--- src/rtl/pcu_pkg.sv ---
package pcu_pkg;
  localparam int PSR_W  = 5;
  localparam int PSR_C  = 0;
  localparam int PSR_Z  = 1;
  localparam int PSR_N  = 2;
  localparam int PSR_V  = 3;
  localparam int PSR_IE = 4;

  typedef enum logic [2:0] {
    OP_STEP   = 3'd0,
    OP_BRANCH = 3'd1,
    OP_CALL   = 3'd2,
    OP_RET    = 3'd3,
    OP_IRET   = 3'd4
  } op_e;

  typedef enum logic [1:0] {
    ST_IDLE    = 2'd0,
    ST_IRQ_PSR = 2'd1,
    ST_POP_PSR = 2'd2,
    ST_POP_PC  = 2'd3
  } state_e;
endpackage

--- src/rtl/pcu_cond_eval.sv ---
module pcu_cond_eval (
  input  logic [3:0] flags,
  input  logic [2:0] sel,
  output logic       hit
);
  import pcu_pkg::*;

  always_comb begin
    case (sel)
      3'd0:    hit = 1'b1;
      3'd1:    hit = flags[PSR_Z];
      3'd2:    hit = !flags[PSR_Z];
      3'd3:    hit = flags[PSR_C];
      3'd4:    hit = !flags[PSR_C];
      3'd5:    hit = flags[PSR_N];
      3'd6:    hit = flags[PSR_V];
      default: hit = flags[PSR_N] ^ flags[PSR_V];
    endcase
  end
endmodule

--- src/rtl/pcu_sp_reg.sv ---
module pcu_sp_reg #(
  parameter int SP_W = 8,
  parameter logic [SP_W-1:0] TOP = '1
) (
  input  logic            clk,
  input  logic            rst,
  input  logic            dec,
  input  logic            inc,
  output logic [SP_W-1:0] sp,
  output logic [SP_W-1:0] sp_m1
);
  assign sp_m1 = sp - 1'b1;

  always_ff @(posedge clk) begin
    if (rst)      sp <= TOP;
    else if (dec) sp <= sp_m1;
    else if (inc) sp <= sp + 1'b1;
  end
endmodule

--- src/rtl/pcu_target.sv ---
module pcu_target #(
  parameter int PC_W = 16
) (
  input  logic [PC_W-1:0] pc,
  input  logic [PC_W-1:0] off,
  output logic [PC_W-1:0] pc_inc,
  output logic [PC_W-1:0] pc_rel
);
  assign pc_inc = pc + 1'b1;
  assign pc_rel = pc + off;
endmodule

--- src/rtl/prog_ctrl_unit.sv ---
module prog_ctrl_unit #(
  parameter int PC_W = 16,
  parameter int SP_W = 8,
  parameter logic [SP_W-1:0] STACK_TOP = 8'hF0,
  parameter logic [PC_W-1:0] VECTOR = 16'h0100
) (
  input  logic            clk,
  input  logic            rst,
  input  logic            cmd_valid,
  output logic            cmd_ready,
  input  logic [2:0]      cmd_op,
  input  logic [PC_W-1:0] cmd_off,
  input  logic [2:0]      cmd_cond,
  input  logic            flag_we,
  input  logic [3:0]      flag_in,
  input  logic            ie_we,
  input  logic            ie_in,
  input  logic            irq,
  output logic            busy,
  output logic [PC_W-1:0] pc,
  output logic [SP_W-1:0] sp,
  output logic [4:0]      psr,
  output logic            mem_en,
  output logic            mem_we,
  output logic [SP_W-1:0] mem_addr,
  output logic [PC_W-1:0] mem_wdata,
  input  logic [PC_W-1:0] mem_rdata
);
  import pcu_pkg::*;

  state_e          state, state_d;
  logic [PC_W-1:0] pc_q, pc_d, pc_inc, pc_rel;
  logic [PSR_W-1:0] psr_q;
  logic [SP_W-1:0] sp_q, sp_m1;
  logic            sp_dec, sp_inc;
  logic            take_irq, accept, cond_hit, restore, clr_ie;

  pcu_cond_eval u_cond (
    .flags (psr_q[3:0]),
    .sel   (cmd_cond),
    .hit   (cond_hit)
  );

  pcu_target #(.PC_W(PC_W)) u_tgt (
    .pc     (pc_q),
    .off    (cmd_off),
    .pc_inc (pc_inc),
    .pc_rel (pc_rel)
  );

  pcu_sp_reg #(.SP_W(SP_W), .TOP(STACK_TOP)) u_sp (
    .clk   (clk),
    .rst   (rst),
    .dec   (sp_dec),
    .inc   (sp_inc),
    .sp    (sp_q),
    .sp_m1 (sp_m1)
  );

  assign take_irq  = (state == ST_IDLE) && irq && psr_q[PSR_IE];
  assign cmd_ready = (state == ST_IDLE) && !take_irq;
  assign accept    = cmd_valid && cmd_ready;

  always_comb begin
    state_d   = state;
    pc_d      = pc_q;
    sp_dec    = 1'b0;
    sp_inc    = 1'b0;
    mem_en    = 1'b0;
    mem_we    = 1'b0;
    mem_addr  = sp_q;
    mem_wdata = '0;
    restore   = 1'b0;
    clr_ie    = 1'b0;
    case (state)
      ST_IDLE: begin
        if (take_irq) begin
          mem_en    = 1'b1;
          mem_we    = 1'b1;
          mem_addr  = sp_m1;
          mem_wdata = pc_q;
          sp_dec    = 1'b1;
          state_d   = ST_IRQ_PSR;
        end else if (accept) begin
          case (cmd_op)
            OP_BRANCH: pc_d = cond_hit ? pc_rel : pc_inc;
            OP_CALL: begin
              mem_en    = 1'b1;
              mem_we    = 1'b1;
              mem_addr  = sp_m1;
              mem_wdata = pc_inc;
              sp_dec    = 1'b1;
              pc_d      = pc_rel;
            end
            OP_RET: begin
              mem_en  = 1'b1;
              sp_inc  = 1'b1;
              state_d = ST_POP_PC;
            end
            OP_IRET: begin
              mem_en  = 1'b1;
              sp_inc  = 1'b1;
              state_d = ST_POP_PSR;
            end
            default: pc_d = pc_inc;
          endcase
        end
      end
      ST_IRQ_PSR: begin
        mem_en    = 1'b1;
        mem_we    = 1'b1;
        mem_addr  = sp_m1;
        mem_wdata = PC_W'(psr_q);
        sp_dec    = 1'b1;
        pc_d      = VECTOR;
        clr_ie    = 1'b1;
        state_d   = ST_IDLE;
      end
      ST_POP_PSR: begin
        restore = 1'b1;
        mem_en  = 1'b1;
        sp_inc  = 1'b1;
        state_d = ST_POP_PC;
      end
      default: begin
        pc_d    = mem_rdata;
        state_d = ST_IDLE;
      end
    endcase
  end

  always_ff @(posedge clk) begin
    if (rst) begin
      state <= ST_IDLE;
      pc_q  <= '0;
    end else begin
      state <= state_d;
      pc_q  <= pc_d;
    end
  end

  always_ff @(posedge clk) begin
    if (rst) begin
      psr_q <= '0;
    end else if (restore) begin
      psr_q <= mem_rdata[PSR_W-1:0];
    end else begin
      if (flag_we) psr_q[3:0] <= flag_in;
      if (clr_ie) psr_q[PSR_IE] <= 1'b0;
      else if (ie_we && state == ST_IDLE && !take_irq) psr_q[PSR_IE] <= ie_in;
    end
  end

  assign busy = (state != ST_IDLE);
  assign pc   = pc_q;
  assign sp   = sp_q;
  assign psr  = psr_q;
endmodule

--- config.mk ---
export PLATFORM = sky130hd
export DESIGN_NAME = prog_ctrl_unit
export DESIGN_NICKNAME = d
export VERILOG_FILES = /design/src/rtl/pcu_pkg.sv /design/src/rtl/pcu_cond_eval.sv /design/src/rtl/pcu_sp_reg.sv /design/src/rtl/pcu_target.sv /design/src/rtl/prog_ctrl_unit.sv
export SDC_FILE = /design/constraint.sdc
export NUM_CORES = 1
export LEC_CHECK = 0
export ABC_AREA = 1
export BUFFER_PORTS_ARGS = -buffer_cell sky130_fd_sc_hd__buf_2
export CAP_MARGIN = 20
export CORE_ASPECT_RATIO = 0.9
export CORE_MARGIN = 1.5
export CORE_UTILIZATION = 35
export CTS_BUF_LIST = sky130_fd_sc_hd__clkbuf_4 sky130_fd_sc_hd__clkbuf_8 sky130_fd_sc_hd__clkbuf_16
export CTS_CLUSTER_SIZE = 20
export DETAILED_ROUTE_END_ITERATION = 16
export PLACE_DENSITY_LB_ADDON = 0.3
export SLEW_MARGIN = 20
export SYNTH_ARGS = -nofsm -noshare
export SYNTH_HDL_FRONTEND = slang
export SYNTH_SLANG_ARGS = --single-unit
--- constraint.sdc ---
create_clock -name clk -period 2.4 [get_ports clk]
set_input_delay 0.48 -clock clk [delete_from_list [all_inputs] [get_ports clk]]
set_output_delay 0.48 -clock clk [all_outputs]
set_load 0.05 [all_outputs]
==> flow_summary.toml <==
[logic_synthesis]
yosys_register_bits = 31
ys_types = 37
synth.area.top_cells = "nand2_1, dfxtp_1, a21oi_1"
synthFlopType = "dfxtp_1"
syn-num-nets = 669
synth_async_sr_flop_share = 0
yosysSeqAreaShare = 0.177
synthAdderAreaFrac = 0.0840
synth_top_area_frac = 0.181
synth_edf_count = 0
syn_inst = 597
synth.area.mux_share = 0
yosysTopAreaCell = "nand2_1"
synth_common_cells = "nand2_1, inv_1, a21oi_1, nand3_1, nor2_1"
yosysMostFrequentCell = "nand2_1"
synth_compound_area_frac = 0.206
synth_top_family_by_area = "simple AND/OR/NAND/NOR gates"
ys_warn_count = 0
avgSynthCellArea_um2 = 5.89
synth_area_mm2 = 0.00351
synthSimpleGateAreaFrac = 0.361
synth_xor_area_frac = 0.0548

[route]
vias = 4463
drtIter0Drc = 250
vias_per_cell = 5.18
dr.pass1.iters = 5
totalWireLength_mm = 13.0
wire_per_inst_um = 15.1
route.detailed.drc = 0
ant_nets = 0

[global_route]
met2_usage = 0.370
busiest_layer = "met2"
antenna_found_initial = 0
grt_use_total = 0.235
grt_use_met1 = 0.334
grt_pass1_wl_mm = 20.2
grt_pass1_vias = 4195
grt_max_degree = 17
use_met3 = 0.0374
grt_overflow = 0

[worst_setup_path]
cpPeakStageDelay_ps = 340
reg2regPathDepth = 9
start_kind = "register"
crit_fanout = 7
crit_required_ps = 1920
critPathKind = "reg -> out"
cp-end-kind = "output port"
reg2reg_slack_ps = 240
crit_path_top_delay_cell = "dfxtp_2"
path_cells = "inv_2 > ha_4 > inv_8 > nor2_8 > nor2_4 > nand2_4 > nor2_4 > buf_12 > o22ai_2 > inv_2 > buf_12 > o21ai_4 > buf_6"
critical_path_arrival_ps = 2010

[sta]
rsz0062_at_grt = "true"
finalHoldViolCount = 0
setup_ws_ps = -92.9
fin_setup_tns_ps = -1120
max_freq_ghz = 0.401
drv_slew = 0
period_needed_ps = 2490
worst_slew_pin_slew_ps = 734
post-route-period-util = 1.04
whs_ps = 434
finalClockSkew_ps = 8.33
setup-violations-final = 20
maxSlewHeadroom = 0.510

[outcome]
violations = "setup timing"
status = "complete, but fails checks"

[final_layout]
final_layout_size_suffix_gt1_frac = 0.287
stdcell_area_mm2 = 0.00495
fin_util = 0.511
finalNetCount = 809
area_delta_synth_final_pct = 41.0
num_antenna_cells = 0

[clock_tree]
clockBufferDepth = 2
cts_tree = "done"
clock_latency_ps = 280
cts.clk_slew.worst_paths_ps = 70
clock_sinks = 31
cts.htree.levels = 2
cts_root_buffer = "clkbuf_8"
ctsHoldBuffers = 0
numCtsBuffers = 5

[floorplan]
start_util = 0.362
die_w_um = 109
std_cell_rows = 34
die_area_mm2 = 0.0106
io_pins = 106
fp.coreArea_mm2 = 0.00970
die_h_um = 98.1

[worst_hold_path]
min_path_cells = 2
hold_path.class = "in -> reg"

[placed_design]
placed_area_mm2 = 0.00447
post-dp-hpwl_mm = 9.75
gp_congestion = 0.931
io_buffers = 105

[pwr]
power.density_mw_per_mm2 = 1450
power_mw = 7.18
ir_worst_vdd_v = 0.000785
p_leak_nw = 2.48

[flow_run]
cap_violations = 0
-- final cells by class --
| class | count | area, um2 |
|---|---|---|
| Clock buffer | 6 | 76.3 |
| Fill cell | 1042 | 4750 |
| Inverter | 82 | 322 |
| Multi-Input combinational cell | 470 | 2760 |
| Sequential cell | 31 | 626 |
| Tap cell | 126 | 158 |
| Timing Repair Buffer | 146 | 1010 |
| Timing Repair inverter | 1 | 6.26 |
-- kinds of logic after synthesis --
group                      Yosys count
DFF                                 31
adders and majority gates           23
xor gates and xnor gates            22
AOI/OAI and AO/OA                  133
and+or+nand+nor                    291
buffers and inverters               97
-- layer usage --
| layer | part of all wire | routed length [um] |
|---|---|---|
| met5 | 0 | 0 |
| met4 | 0.014 | 181 |
| met3 | 0.063 | 816 |
| met2 | 0.45 | 5890 |
| met1 | 0.47 | 6090 |
-- final timing paths --
| kind | end | from |
|---|---|---|
| setup / recovery | mem_addr[4] | state[0] |
| hold reg to reg | u_sp.sp[7] | u_sp.sp[7] |
| hold / removal | psr[0] | flag_we |
| setup reg to reg | pc[1] | state[0] |
-- layout by cell type, fill, tap and decap left out, drive strengths merged, types with 4 or more instances in the layout --
cell type / instances
inv: 80
nand3: 48
ha: 22
a21oi: 62
nand4: 4
clkbuf: 6
o221ai: 5
dfxtp: 31
nor3: 9
o22ai: 5
o21ai: 49
xor2: 18
o211ai: 4
xnor2: 4
nor2: 48
nand2: 175
buf: 146
-- registers in the layout, summed over array words and instances (netlist names) --
register / cells
u_sp.sp: 8
state: 2
pc: 16
psr: 5
-- where the power goes --
part / switching (mW) / internal [mW]
clock: 0.203 / 0.205
combinational: 3.90 / 1.96
sequential: 0.204 / 0.707
total: 4.31 / 2.87
-- metrics by stage --
stage / std cells / setup WS, ps
after CTS: 855 / -26.5
after global placement: 841 / 18.3
final: 862 / -92.9
after global routing: 862 / -156
after floorplan: 597 / -531
after detailed placement: 841 / -24.0
-- worst max-delay path, delay by kind of cell (launching register included) --
family | cells | cell delay (ps)
buffers and inverters | 6 | 630
AOI/OAI and AO/OA | 2 | 140
adders and majority gates | 1 | 170
and+or+nand+nor | 4 | 430
DFF | 1 | 340
-- what timing repair did --
action | 4_1_cts | 5_1_grt
pin swaps | 6 | 3
buffers inserted | 7 | 6
gates cloned | 1 | 1
endpoints found under the setup margin | 26 | 27
gates resized for setup | 42 | 40
(Power assumes the default switching activity.)
